==> src/rtl/etf_pkg.sv <==
package etf_pkg;

    // Width of the error event counters.
    localparam int ERR_W_DEF = 16;

    // Classification of one cycle's request pair.
    typedef enum logic [1:0] {
        REQ_NONE  = 2'b00,
        REQ_READ  = 2'b01,
        REQ_WRITE = 2'b10,
        REQ_BOTH  = 2'b11
    } req_e;

endpackage

==> src/rtl/etf_store.sv <==
module etf_store #(
    parameter int DATA_W = 8,
    parameter int ADDR_W = 3
) (
    input  logic              clk,
    input  logic              we,
    input  logic [ADDR_W-1:0] waddr,
    input  logic [DATA_W-1:0] wdata,
    input  logic [ADDR_W-1:0] raddr,
    output logic [DATA_W-1:0] rdata
);
    localparam int DEPTH = 1 << ADDR_W;

    logic [DATA_W-1:0] mem_q [DEPTH];

    // Storage carries no reset; validity is tracked by the pointers.
    always_ff @(posedge clk) begin
        if (we) begin
            mem_q[waddr] <= wdata;
        end
    end

    assign rdata = mem_q[raddr];

endmodule

==> src/rtl/etf_sat_cnt.sv <==
module etf_sat_cnt #(
    parameter int W = 16
) (
    input  logic         clk,
    input  logic         rst_n,
    input  logic         inc,
    output logic [W-1:0] value
);
    logic [W-1:0] val_d, val_q;

    always_comb begin
        val_d = val_q;
        if (inc && (val_q != {W{1'b1}})) begin
            val_d = val_q + W'(1);
        end
    end

    always_ff @(posedge clk) begin
        if (!rst_n) begin
            val_q <= '0;
        end else begin
            val_q <= val_d;
        end
    end

    assign value = val_q;

endmodule

==> src/rtl/etf_ctrl.sv <==
module etf_ctrl
    import etf_pkg::*;
#(
    parameter int ADDR_W    = 3,
    parameter int AF_THR    = 2,
    parameter int AE_THR    = 2,
    parameter int DROP_MODE = 0
) (
    input  logic              clk,
    input  logic              rst_n,
    input  logic              wr_req,
    input  logic              rd_req,
    output logic              wr_go,
    output logic              rd_go,
    output logic              ovf_evt,
    output logic              unf_evt,
    output logic [ADDR_W-1:0] wr_ptr,
    output logic [ADDR_W-1:0] rd_ptr,
    output logic [ADDR_W:0]   level,
    output logic              full,
    output logic              empty,
    output logic              afull,
    output logic              aempty
);
    localparam int DEPTH = 1 << ADDR_W;
    localparam int LVL_W = ADDR_W + 1;

    typedef struct packed {
        logic [ADDR_W-1:0] wp;
        logic [ADDR_W-1:0] rp;
        logic [LVL_W-1:0]  lvl;
    } ptr_t;

    ptr_t st_d, st_q;
    req_e req;

    assign full  = (st_q.lvl == LVL_W'(DEPTH));
    assign empty = (st_q.lvl == '0);
    assign rd_go = rd_req && !empty;

    // A read in the same cycle frees a slot, so a write alongside it always fits.
    generate
        if (DROP_MODE != 0) begin : g_drop
            // The incoming word is discarded when no slot is available.
            assign wr_go = wr_req && (!full || rd_go);
        end else begin : g_block
            // The request is refused; nothing downstream moves.
            assign wr_go = wr_req && !(full && !rd_go);
        end
    endgenerate

    assign ovf_evt = wr_req && !wr_go;
    assign unf_evt = rd_req && empty;

    always_comb begin
        st_d = st_q;
        req  = req_e'({wr_go, rd_go});
        if (wr_go) st_d.wp = st_q.wp + ADDR_W'(1);
        if (rd_go) st_d.rp = st_q.rp + ADDR_W'(1);
        case (req)
            REQ_WRITE: st_d.lvl = st_q.lvl + LVL_W'(1);
            REQ_READ:  st_d.lvl = st_q.lvl - LVL_W'(1);
            default:   st_d.lvl = st_q.lvl;
        endcase
    end

    always_ff @(posedge clk) begin
        if (!rst_n) begin
            st_q <= '0;
        end else begin
            st_q <= st_d;
        end
    end

    assign wr_ptr = st_q.wp;
    assign rd_ptr = st_q.rp;
    assign level  = st_q.lvl;
    assign afull  = (DEPTH - int'(st_q.lvl)) <= AF_THR;
    assign aempty = int'(st_q.lvl) <= AE_THR;

endmodule

==> src/rtl/err_tol_fifo.sv <==
module err_tol_fifo
    import etf_pkg::*;
#(
    parameter int DATA_W    = 8,
    parameter int ADDR_W    = 3,
    parameter int AF_THR    = 2,
    parameter int AE_THR    = 2,
    parameter int DROP_MODE = 0,
    parameter int HOLD_LAST = 0,
    parameter int ERR_W     = ERR_W_DEF
) (
    input  logic              clk,
    input  logic              rst_n,
    input  logic              wr_en,
    input  logic [DATA_W-1:0] wr_data,
    input  logic              rd_en,
    output logic [DATA_W-1:0] rd_data,
    output logic              full,
    output logic              empty,
    output logic              almost_full,
    output logic              almost_empty,
    output logic [ADDR_W:0]   data_count,
    output logic [ERR_W-1:0]  ovf_count,
    output logic [ERR_W-1:0]  unf_count,
    output logic              ovf_pulse,
    output logic              unf_pulse
);
    typedef struct packed {
        logic [DATA_W-1:0] rdata;
        logic              ovf_p;
        logic              unf_p;
    } out_t;

    logic              wr_go, rd_go, ovf_evt, unf_evt;
    logic [ADDR_W-1:0] wr_ptr, rd_ptr;
    logic [DATA_W-1:0] mem_word, fill_word;
    out_t              o_d, o_q;

    etf_ctrl #(
        .ADDR_W    (ADDR_W),
        .AF_THR    (AF_THR),
        .AE_THR    (AE_THR),
        .DROP_MODE (DROP_MODE)
    ) u_ctrl (
        .clk     (clk),
        .rst_n   (rst_n),
        .wr_req  (wr_en),
        .rd_req  (rd_en),
        .wr_go   (wr_go),
        .rd_go   (rd_go),
        .ovf_evt (ovf_evt),
        .unf_evt (unf_evt),
        .wr_ptr  (wr_ptr),
        .rd_ptr  (rd_ptr),
        .level   (data_count),
        .full    (full),
        .empty   (empty),
        .afull   (almost_full),
        .aempty  (almost_empty)
    );

    etf_store #(
        .DATA_W (DATA_W),
        .ADDR_W (ADDR_W)
    ) u_store (
        .clk   (clk),
        .we    (wr_go),
        .waddr (wr_ptr),
        .wdata (wr_data),
        .raddr (rd_ptr),
        .rdata (mem_word)
    );

    etf_sat_cnt #(.W(ERR_W)) u_ovf_cnt (
        .clk   (clk),
        .rst_n (rst_n),
        .inc   (ovf_evt),
        .value (ovf_count)
    );

    etf_sat_cnt #(.W(ERR_W)) u_unf_cnt (
        .clk   (clk),
        .rst_n (rst_n),
        .inc   (unf_evt),
        .value (unf_count)
    );

    // Fill word for an empty read: the parameter picks the source.
    generate
        if (HOLD_LAST != 0) begin : g_hold
            logic [DATA_W-1:0] last_d, last_q;

            always_comb begin
                last_d = last_q;
                if (rd_go) last_d = mem_word;
            end

            always_ff @(posedge clk) begin
                if (!rst_n) begin
                    last_q <= '0;
                end else begin
                    last_q <= last_d;
                end
            end

            assign fill_word = last_q;
        end else begin : g_zero
            assign fill_word = '0;
        end
    endgenerate

    always_comb begin
        o_d       = o_q;
        o_d.ovf_p = ovf_evt;
        o_d.unf_p = unf_evt;
        if (rd_go) begin
            o_d.rdata = mem_word;
        end else if (unf_evt) begin
            o_d.rdata = fill_word;
        end
    end

    always_ff @(posedge clk) begin
        if (!rst_n) begin
            o_q <= '0;
        end else begin
            o_q <= o_d;
        end
    end

    assign rd_data   = o_q.rdata;
    assign ovf_pulse = o_q.ovf_p;
    assign unf_pulse = o_q.unf_p;

endmodule

==> config.mk <==
export PLATFORM = sky130hd
export DESIGN_NAME = err_tol_fifo
export DESIGN_NICKNAME = d
export VERILOG_FILES = /design/src/rtl/etf_pkg.sv /design/src/rtl/etf_store.sv /design/src/rtl/etf_sat_cnt.sv /design/src/rtl/etf_ctrl.sv /design/src/rtl/err_tol_fifo.sv
export SDC_FILE = /design/constraint.sdc
export NUM_CORES = 1
export LEC_CHECK = 0
export ABC_AREA = 1
export BUFFER_PORTS_ARGS = -buffer_cell sky130_fd_sc_hd__buf_2
export CAP_MARGIN = 10
export CORE_MARGIN = 3
export CORE_UTILIZATION = 50
export CTS_CLUSTER_DIAMETER = 120
export DETAILED_ROUTE_END_ITERATION = 6
export HOLD_SLACK_MARGIN = 0.15
export PLACE_DENSITY = 0.7
export SLEW_MARGIN = 40
export SYNTH_ARGS = -nofsm -noshare
export SYNTH_HDL_FRONTEND = slang
export SYNTH_SLANG_ARGS = --single-unit
==> constraint.sdc <==
create_clock -name clk -period 3 [get_ports clk]
set_input_delay 0.6 -clock clk [delete_from_list [all_inputs] [get_ports clk]]
set_output_delay 0.6 -clock clk [all_outputs]
set_load 0.1 [all_outputs]
# After elaboration in Yosys (flattened, before gate mapping)
# Memories as Yosys holds them, arrays and structs flattened. A register that Yosys moved wholly into a read port is not among the register bits.
# Index checks and enable logic that the tools add are counted.
[word_totals] ff_bits=52 ramBits=64 input_bits=12 output_inout_bits=50 elab_cells=44 n_memories=1
[memory_table] memory="u_store.mem_q" words=8 word_bits=8 rd=1 rd_clocked_by_memory_dff=1 wr=1 line_no="etf_store.sv:14" text="logic [DATA_W-1:0] mem_q [DEPTH];"
[op_classes] addsub=7 magnitude_cmp=2 eq_ne=5 n_mux=7 n_reduce_logical=14
[op_table] cell="adder 16 x 1 -> 16 bit, second input constant" count=2
[op_table] cell="<= comparator 32 x 3 -> 1 bit, second input constant" count=1
[op_table] cell="!= test 16 bit, second input constant" count=2
[op_table] cell="two-way mux 8 bit" count=2
[op_table] cell="one-hot mux 4 bit (2 select lines)" count=1
[op_table] cell="logical AND 1 bit" count=7
[op_table] cell="adder 3 x 1 -> 3 bit, second input constant" count=2
[op_table] cell="two-way mux 3 bit" count=2
[op_table] cell="subtractor 4 x 4 -> 5 bit, first input constant" count=1
[op_table] cell="adder 4 x 1 -> 4 bit, second input constant" count=1
[op_table] cell="== test 4 bit, second input constant" count=1
[op_table] cell="<= comparator 4 x 2 -> 1 bit, second input constant" count=1
[op_table] cell="logical NOT 1 bit" count=4
[op_table] cell="logical NOT 4 bit" count=1
[op_table] cell="nonzero test 2 bit" count=2
[op_table] cell="subtractor 4 x 1 -> 4 bit, second input constant" count=1
[op_table] cell="== test 2 x 1 -> 1 bit, second input constant" count=1
[op_table] cell="== test 2 bit, second input constant" count=1
[op_table] cell="two-way mux 1 bit" count=2

# Logic depth before layout (Yosys ltp)
# Gate-level depths: netlist (run 1).
[logic_depth] depth_word=10 mapped_depth=16 mapped_depth_nobuf=16

# By module
# From an unflattened synthesis (run 1), not the netlist that was laid out.
[hier_totals] cells_unflattened=733 hier_area_um2=5903.2
[by_module_without_submodules] module="etf_store" n_inst=1 cells_each=295 area_each_um2=2890.3
[by_module_without_submodules] module="etf_sat_cnt" n_inst=2 cells_each=149 area_each_um2=996.0
[by_module_without_submodules] module="etf_ctrl" n_inst=1 cells_each=99 area_each_um2=670.6
[by_module_without_submodules] module="err_tol_fifo" n_inst=1 cells_each=41 area_each_um2=350.3

# Worst setup path after synthesis (run 1)
# Ideal clock, no wire load.
[synth_path] path_type="flip-flop to output port" from="reg u_ctrl.st_q (netlist bit u_ctrl.level[0])" to="out almost_full" t_arrival_ns=3.302 t_required_ns=2.400 slack_ns=-0.902 stages_incl_launch_ff=6 path_buffers=0 path_cell_list="dfxtp_1 inv_1 ha_1 nand2_2 nor2_4 o22ai_1"
[synth_via] elab_chain_len=2
[synth_rtl] item="start, declared" line_no="etf_ctrl.sv:34" text="ptr_t st_d, st_q;"
[synth_rtl] item="start signal, assigned" line_no="etf_ctrl.sv:71" text="st_q <= st_d;"
[synth_rtl] item="subtractor 4 x 4 -> 5 bit" line_no="etf_ctrl.sv:78" text="assign afull = (DEPTH - int'(st_q.lvl)) <= AF_THR;"
[synth_rtl] item="<= comparator 32 x 3 -> 1 bit" line_no="etf_ctrl.sv:78"
[synth_rtl] item="end, declared" line_no="err_tol_fifo.sv:20" text="output logic almost_full,"
# No other way between the ends.

# Worst setup path in the final report (run 1)
# Ends and elaborated chain as after synthesis.

==> impl_metrics.yaml, run 1 <==
synth:
  yosysWarnings: 0
  synth_fa_ha_area_share_pct: 2.28
  synth-seq-area-share_pct: 55.0
  synth_mux_area_share_pct: 0
  synth-xor-area-share_pct: 2.39
  synth-seq-cells: 119
  synth-simple-area-share_pct: 28.6
  avgSynthCellArea_um2: 8.38
  synth_cell_types: 31
  synth_top_family_by_area: "simple AND/OR/NAND/NOR gates"
  synth_fp_nets: 678
  synth_cells: 656
  syn-cell-area_um2: 5500
  synth_compound_area_share_pct: 6.47
timing:
  worst_hold_slack_ns: 0.392
  post-route-min-period_ns: 2.73
  max_freq_ghz: 0.367
  tns_ns: 0
  fin_worst_skew_ns: 0.00818
  worstMarginPinSlew_ns: 0.735
  drv_slew: 0
  hold_viol: 0
  rsz0062_at_grt: "false"
  relSlewSlack_pct: 50.8
  fin_crit_sh_pct: 90.9
  setup_viol_count_final: 0
pwr:
  p_leak_nw: 2.66
  powerDensity_nw_per_um2: 885
  power_mw: 5.74
  ir_drop_v: 0.00116
worst_hold_path:
  min_from: "wr_data[5]"
  hold_class: "input pin to register"
critical_path:
  cp_data_arrival_time_ns: 2.13
  slowest_stage: "buf_2"
  endpoint_kind: "output port"
  ff2ff_setup_slack_ns: 0.52
  crit_fanout: 6
  crit_chain: "inv_1 -> ha_1 -> xor2_1 -> nand3_1 -> o22ai_4 -> buf_2"
  crit_path_max_incr_delay_ns: 0.44
  cp-startpoint: "u_ctrl.level[0]$_SDFFE_PN0P_"
  criticalPathCategory: "register to output port"
  crit-reg2reg-launch: "u_ctrl.level[0]$_SDFFE_PN0P_"
  start_kind: "register"
  required_ns: 2.40
placement:
  dp_cells: 835
  io_buffers: 61
  dp_hpwl_um: 8630
  gp_congestion: 0.811
cts:
  post-cts-setup-buffer-count: 0
  htreeDepth: 4
  cts_buffers: 17
  clk_pin_slew_ns: 0.06
  clk_path_buf_depth: 2
  cts_resized: 0
  tritoncts: "built"
  root_buffer: "clkbuf_8"
  clkSinkCount: 119
  cts_hold_buf: 0
  clk_latency_ns: 0.51
grt:
  grt_pass1_wl_um: 21000
  antenna_found_initial: 0
  grt_max_degree: 33
  grt_pass1_vias: 4438
  grt_usage_pct: 21.3
  grt-ovfl-total: 0
final_layout:
  instances_no_fill: 867
  drive_above_1_share_pct: 15.6
  area_delta_synth_final_pct: 18.1
  fin_util_pct: 61.7
  insertedDiodeCount: 0
  nets: 740
routing:
  dr.pass1.iters: 7
  ant_nets: 0
  drtIter0Drc: 399
  via_per_inst: 5.28
  wire_per_inst_um: 14.7
  routed_wirelength_um: 12800
  post-route-drc-count: 0
  dr_total_vias: 4575
run:
  maxCapViolCount: 0
floorplanning:
  io_pins: 62
  die_height_um: 111
  initial_core_util_pct: 52.3
  core.rowCount: 37
  core-area_um2: 10500
  die_area_um2: 12300
  die_w_um: 111
run_status:
  status: "complete, no violations"
==> final timing paths <==
check                                  end  cells after the start
max                            almost_full                      6
min          u_store.mem_q[1][5]$_DFFE_PP_                      1
max reg2reg   u_ctrl.level[2]$_SDFFE_PN0P_                     15
min reg2reg        rd_data[4]$_SDFFE_PN0P_                      2
==> routing by layer <==
metal / up-vias / wire, um / GRT usage (%)
met4: 0 / 280 / 7.96
met2: 146 / 6300 / 37.0
li1: 2273 / - / -
met3: 27 / 719 / 5.40
met1: 2129 / 5450 / 25.3
met5: - / 0 / 0
==> through the flow <==
stage | instance area, um2 | setup slack, ns
2_1_floorplan | 5510 | 0.0181
3_3_place_gp | 5900 | 0.582
3_5_place_dp | 5900 | 0.489
4_1_cts | 6480 | 0.252
5_1_grt | 6490 | 0.147
6_report | 6490 | 0.273
==> flip-flops by register name, summed over array words and instances, names as in the netlist, named ones only <==
register	cells
unf_pulse	1
rd_data	8
ovf_pulse	1
u_unf_cnt.value	16
u_ctrl.rd_ptr	3
u_store.mem_q	64
u_ovf_cnt.value	16
u_ctrl.level	4
u_ctrl.wr_ptr	3
==> worst max-delay path: cells and delay by family (launching register included) <==
| kind | cells | cell delay (ns) |
|---|---|---|
| xor+xnor | 1 | 0.17 |
| compound gates | 1 | 0.11 |
| buf+inv | 2 | 0.60 |
| simple gates | 1 | 0.14 |
| flops | 1 | 0.34 |
| fa+ha+maj | 1 | 0.27 |
==> kinds of logic (layout without fill, tap and decap cells) <==
| kind of cell | count (synthesis) | count (layout) |
|---|---|---|
| adders and majority gates | 10 | 10 |
| AOI/OAI and AO/OA | 69 | 69 |
| DFF | 119 | 119 |
| buffers and inverters | 67 | 142 |
| and+or+nand+nor | 376 | 376 |
| xor gates and xnor gates | 15 | 15 |
==> synthesized netlist by cell type, drive strengths merged <==
master  number  area share, %
nand4       13            1.5
nand3       50            4.8
ha          10            2.3
o21a         1           0.14
buf         12            1.5
nand2      227             16
nand3b       1           0.14
o21ai       22            2.1
dfxtp       55             20
clkbuf      10           0.68
nor2        83            6.4
o31ai        1           0.14
edfxtp      64             35
xnor2        6           0.96
and3         1           0.11
o22ai        1           0.11
nor3b        1           0.14
a21oi       44            4.0
xor2         9            1.4
clkinv       1          0.068
inv         44            3.0
==> area by class of cell <==
cell class	count	area [um2]
well taps	136	170
multi-input cells	470	2200
repair buffers	65	335
clock buffers	26	552
inverters	45	169
fillers	905	4020
clock inverters	6	31.3
flip-flops and latches	119	3030
==> layout by cell type, fill, tap and decap left out <==
master,instances
clkbuf_8,5
clkinv_2,5
inv_1,42
nor2_1,75
o21a_1,1
xnor2_1,6
dfxtp_2,3
buf_4,4
o21ai_2,2
o31ai_1,1
nand4_1,13
nor2_2,4
clkinv_1,1
nand3_4,1
dfxtp_1,52
inv_4,1
nand3b_1,1
and3_1,1
o21ai_0,20
nand2_2,2
nand3_1,49
nand2_1,225
clkbuf_16,19
edfxtp_1,64
o22ai_4,1
a21oi_1,44
inv_2,2
xor2_1,9
ha_1,10
buf_2,61
clkbuf_1,2
nor3b_1,1
nor2_4,4
==> power by group <==
group / leakage (nW) / internal (mW) / total (mW) / switching, mW
clock network: 0.296 / 1.25 / 1.94 / 0.694
registers: 1.03 / 1.85 / 1.97 / 0.119
logic: 1.34 / 0.390 / 1.83 / 1.44
(Power assumes the default switching activity.)
==> run 2, diff against run 1 <==
--- a/config.mk
+++ b/config.mk
@@ -6,13 +6,14 @@
 export NUM_CORES = 1
 export LEC_CHECK = 0
 export ABC_AREA = 1
-export BUFFER_PORTS_ARGS = -buffer_cell sky130_fd_sc_hd__buf_2
+export BUFFER_PORTS_ARGS = -buffer_cell sky130_fd_sc_hd__clkbuf_2
 export CAP_MARGIN = 10
 export CORE_MARGIN = 3
 export CORE_UTILIZATION = 50
 export CTS_CLUSTER_DIAMETER = 120
 export DETAILED_ROUTE_END_ITERATION = 6
 export HOLD_SLACK_MARGIN = 0.15
+export MAX_ROUTING_LAYER = met4
 export PLACE_DENSITY = 0.7
 export SLEW_MARGIN = 40
 export SYNTH_ARGS = -nofsm -noshare
==> impl_metrics.yaml, run 2 (synthesized netlist as in run 1, its figures left out) <==
cts:
  post-cts-setup-buffer-count: 0
  cts_hold_buf: 0
  cts_buffers: 17
  tritoncts: "built"
  htreeDepth: 4
  clk_path_buf_depth: 2
  clk_latency_ns: 0.52
  clkSinkCount: 119
  root_buffer: "clkbuf_8"
  clk_pin_slew_ns: 0.06
  cts_resized: 0
timing:
  fin_crit_sh_pct: 92.5
  fin_worst_skew_ns: 0.00820
  tns_ns: 0
  setup_viol_count_final: 0
  drv_slew: 0
  hold_viol: 0
  worstMarginPinSlew_ns: 0.854
  relSlewSlack_pct: 42.7
  post-route-min-period_ns: 2.78
  rsz0062_at_grt: "false"
  max_freq_ghz: 0.360
  worst_hold_slack_ns: 0.396
final_layout:
  nets: 740
  area_delta_synth_final_pct: 17.1
  final_cell_mix: "225 x nand2_1, 75 x nor2_1, 64 x edfxtp_1"
  largest_register: "u_store.mem_q"
  drive_above_1_share_pct: 14.6
  largest_register_ffs: 64
  insertedDiodeCount: 0
  regArea_um2: 3030
  multi_input_area_um2: 2200
  fin_util_pct: 61.3
  fillCellCount: 881
  final_common_cell: "nand2_1"
routing:
  post-route-drc-count: 0
  top_layer: "met4"
  via_per_inst: 5.23
  ant_nets: 0
  routed_wirelength_um: 12600
  wl_met1_um: 5550
  wl_met2_um: 6050
  wire_per_inst_um: 14.6
  drtIter0Drc: 507
  met3_wirelength_um: 712
  dr_total_vias: 4533
  dr.pass1.iters: 5
run_status:
  status: "complete, no violations"
critical_path:
  criticalPathCategory: "register to output port"
  start_kind: "register"
  endpoint_kind: "output port"
  crit_fanout: 6
  required_ns: 2.40
  r2r_cells: 9
  cp_data_arrival_time_ns: 2.18
worst_hold_path:
  hold_class: "input pin to register"
  min_path_cells: 1
placement:
  gp_congestion: 0.817
  io_buffers: 61
  dp_hpwl_um: 8730
floorplanning:
  io_pins: 62
  die_height_um: 111
  die_area_um2: 12300
  core-area_um2: 10500
  core.rowCount: 37
  initial_core_util_pct: 52.3
  die_w_um: 111
pwr:
  powerDensity_nw_per_um2: 878
  clock_power_share_pct: 32.6
  combPwrFrac_pct: 32.5
  p_int_mw: 3.40
  power.switching_mw: 2.25
  p_leak_nw: 2.58
  ir_drop_v: 0.00117
  p_seq_share_pct: 34.9
  p_sw_share_pct: 39.8
grt:
  grt-ovfl-total: 0
  grt_usage_pct: 21.9
  antenna_found_initial: 0
  grt_pass1_vias: 4415
  grt_max_degree: 33
  grt_pass1_wl_um: 21100
run:
  maxCapViolCount: 0
[run 2: cell count changes in the layout (fill, tap and decap cells not counted), sizes merged]
cell      delta
bufinv       +2
clkbuf      +56
inv          -1
clkinvlp     +3
buf         -61
clkinv       +1
[run 2: metal layers]
layer  track usage, %  vias to the layer above
li1                 -                     2277
met2             34.9                      142
met5                -                        -
met1             26.9                     2083
met3             5.95                       31
met4             7.88                        0
[run 2: per-stage QoR]
step	std cells	power, mW	setup slack (ns)	area, um2
floorplan	656	3.51	0.0181	5510
global placement	835	3.78	0.580	5900
detailed placement	835	3.83	0.503	5900
CTS	867	5.68	0.219	6440
global route	867	5.94	0.0952	6440
finish	867	5.65	0.224	6440
[run 2: worst paths after layout]
check                               start                            end  slack, ns
max          u_ctrl.level[0]$_SDFFE_PN0P_                    almost_full       0.22
min                            wr_data[1]  u_store.mem_q[2][1]$_DFFE_PP_       0.40
max reg2reg  u_ctrl.level[1]$_SDFFE_PN0P_  u_store.mem_q[0][3]$_DFFE_PP_       0.52
min reg2reg       rd_data[7]$_SDFFE_PN0P_        rd_data[7]$_SDFFE_PN0P_       0.48
[run 2: cell type report]
class                           instances  area share [%]
Multi-Input combinational cell        470            34.2
Clock inverter                         11            1.67
Inverter                               45            2.62
Timing Repair Buffer                   65            5.21
Clock buffer                           21            6.67
Sequential cell                       119            47.0
Tap cell                              136            2.64
[run 2: power groups by stage]
stage	Combinational (mW)	Sequential [mW]	Clock, mW
after floorplan	1.07	2.44	0
after detailed placement	1.83	2.01	0
after global routing	1.99	1.99	1.96
after global placement	1.79	2.00	0
after CTS	1.84	1.97	1.87
final	1.84	1.97	1.84
[run 2: worst max-delay path, stage by stage (launching register included)]
cell	delay, ns
dfxtp_2	0.34
inv_1	0.16
ha_1	0.27
xor2_1	0.17
nand3_1	0.14
o22ai_4	0.11
clkbuf_2	0.47
==> run 3, diff against run 2 <==
--- a/config.mk
+++ b/config.mk
@@ -7,7 +7,6 @@
 export LEC_CHECK = 0
 export ABC_AREA = 1
 export BUFFER_PORTS_ARGS = -buffer_cell sky130_fd_sc_hd__clkbuf_2
-export CAP_MARGIN = 10
 export CORE_MARGIN = 3
 export CORE_UTILIZATION = 50
 export CTS_CLUSTER_DIAMETER = 120
==> constraint.sdc (replaced) <==
create_clock -name clk -period 3 [get_ports clk]
set_input_delay 0.45 -clock clk [delete_from_list [all_inputs] [get_ports clk]]
set_output_delay 0.45 -clock clk [all_outputs]
set_load 0.1 [all_outputs]
==> impl_metrics.yaml, run 3 (synthesized netlist as in run 1, its figures left out) <==
placement:
  dpl_worst_slack_ns: 0.544
  io_buffers: 61
  gp_congestion: 0.902
  dp_hpwl_um: 8670
run:
  maxCapViolCount: 0
cts:
  tritoncts: "built"
  post-cts-setup-buffer-count: 0
  cts_buffers: 17
  root_buffer: "clkbuf_8"
  clk_latency_ns: 0.51
  clk_path_buf_depth: 2
  cts_hold_buf: 0
  cts_resized: 0
  htreeDepth: 4
  clk_pin_slew_ns: 0.06
  clkSinkCount: 119
final_layout:
  drive_above_1_share_pct: 15.5
  final_cell_mix: "225 x nand2_1, 75 x nor2_1, 64 x edfxtp_1"
  largest_register: "u_store.mem_q"
  area_delta_synth_final_pct: 17.8
  nets: 740
  final_common_cell: "nand2_1"
  insertedDiodeCount: 0
  fin_util_pct: 61.6
  largest_register_ffs: 64
routing:
  dr.pass1.iters: 5
  post-route-drc-count: 0
  ant_nets: 0
  drtIter0Drc: 385
  dr_total_vias: 4551
  via_per_inst: 5.25
  routed_wirelength_um: 12700
  wire_per_inst_um: 14.6
pwr:
  ir_drop_v: 0.000870
  p_sw_share_pct: 39.4
  p_seq_share_pct: 34.5
  p_int_mw: 3.49
  power.switching_mw: 2.27
  powerDensity_nw_per_um2: 889
  p_leak_nw: 2.61
  combPwrFrac_pct: 31.3
  clock_power_share_pct: 34.2
timing:
  rsz0062_at_grt: "false"
  worstMarginPinSlew_ns: 0.695
  tns_ns: 0
  worst_hold_slack_ns: 0.267
  setup_viol_count_final: 0
  relSlewSlack_pct: 53.5
  hold_viol: 0
  drv_slew: 0
  fin_worst_skew_ns: 0.00814
  worst_slack_ns: 0.426
  fin_crit_sh_pct: 85.8
  max_freq_ghz: 0.389
  post-route-min-period_ns: 2.57
run_status:
  status: "complete, no violations"
floorplanning:
  io_pins: 62
  core-area_um2: 10500
  initial_core_util_pct: 52.3
  die_w_um: 111
  die_area_um2: 12300
  die_height_um: 111
  core.rowCount: 37
critical_path:
  criticalPathCategory: "register to output port"
  crit_path_max_incr_delay_ns: 0.48
  crit_cells: 6
  crit_chain: "inv_1 -> ha_1 -> xor2_1 -> nand3_1 -> o22ai_2 -> clkbuf_2"
  r2r_cells: 15
  start_kind: "register"
  path_buf_inv: 2
  endpoint_kind: "output port"
  cp_data_arrival_time_ns: 2.12
  required_ns: 2.55
  crit_family: "buffers and inverters"
  cp-endpoint: "almost_full"
  ff2ff_setup_slack_ns: 0.49
  reg2reg_to: "u_ctrl.level[2]$_SDFFE_PN0P_"
  crit-reg2reg-launch: "u_ctrl.level[0]$_SDFFE_PN0P_"
  crit_fanout: 6
  cp-startpoint: "u_ctrl.level[0]$_SDFFE_PN0P_"
  slowest_stage: "clkbuf_2"
worst_hold_path:
  hold_class: "input pin to register"
grt:
  grt_usage_pct: 22.0
  antenna_found_initial: 0
  grt_pass1_vias: 4373
  grt_pass1_wl_um: 21200
  grt_max_degree: 33
  grt-ovfl-total: 0
[run 3: cell count changes in the layout (fill, tap and decap cells not counted)]
cell and change:
clkinvlp_4 -1, o21ai_2 +1, o22ai_2 +1, clkinv_2 +2
clkinv_1 -3, o21ai_1 -1, clkbuf_1 -2, clkinv_4 +2
inv_6 +1, o22ai_4 -1, bufinv_16 +1
[run 3: stage by stage]
stage	cells	cell area [um2]	power, mW
after CTS	867	6470	5.78
after detailed placement	835	5890	3.80
after global placement	835	5890	3.77
after floorplan	656	5510	3.49
final	867	6470	5.76
after global routing	867	6470	6.03
[run 3: layout make-up]
type	instances	area, um2
flip-flops and latches	119	3030
clock buffers	19	422
fillers	864	4040
inverters	45	169
multi-input cells	470	2200
clock inverters	13	155
repair buffers	65	335
well taps	136	170
[run 3: worst min path at each step]
stage,from,end,slack [ns],cells past startpoint
after floorplan,u_ctrl.rd_ptr[0]$_SDFFE_PN0N_,register,0.45,1
after global placement,rd_data[5]$_SDFFE_PN0P_,rd_data[5]$_SDFFE_PN0P_,0.47,2
after detailed placement,rd_data[6]$_SDFFE_PN0P_,rd_data[6]$_SDFFE_PN0P_,0.46,2
after CTS,wr_data[2],u_store.mem_q[6][2]$_DFFE_PP_,0.26,1
after global routing,wr_data[2],u_store.mem_q[6][2]$_DFFE_PP_,0.27,1
final,wr_data[2],u_store.mem_q[6][2]$_DFFE_PP_,0.27,1
[run 3: metal layers]
metal / wire (um) / up-vias / global-route usage, %
li1: - / 2280 / -
met4: 78 / 0 / 6.65
met1: 5860 / 2132 / 27.4
met3: 666 / 8 / 5.51
met5: 0 / - / -
met2: 6100 / 131 / 35.6
[run 3: power groups by stage]
| stage | sequential [mW] | combinational (mW) | clock [mW] |
|---|---|---|---|
| final | 1.98 | 1.80 | 1.97 |
| after global routing | 2.01 | 1.94 | 2.08 |
| after CTS | 1.98 | 1.80 | 2.00 |
| after detailed placement | 2.01 | 1.79 | 0 |
| after global placement | 2.01 | 1.77 | 0 |
| after floorplan | 2.44 | 1.05 | 0 |
[run 3: worst reg2reg max path, stage by stage (launching register included)]
cell,delay [ns]
dfxtp_2,0.34
inv_1,0.16
ha_1,0.27
nand2_2,0.09
nor2_4,0.19
nand2_1,0.07
nand2_1,0.20
ha_1,0.26
nand2_1,0.07
inv_1,0.06
nor2_1,0.05
ha_1,0.17
a21oi_1,0.17
xnor2_1,0.09
o21ai_0,0.15
inv_1,0.05
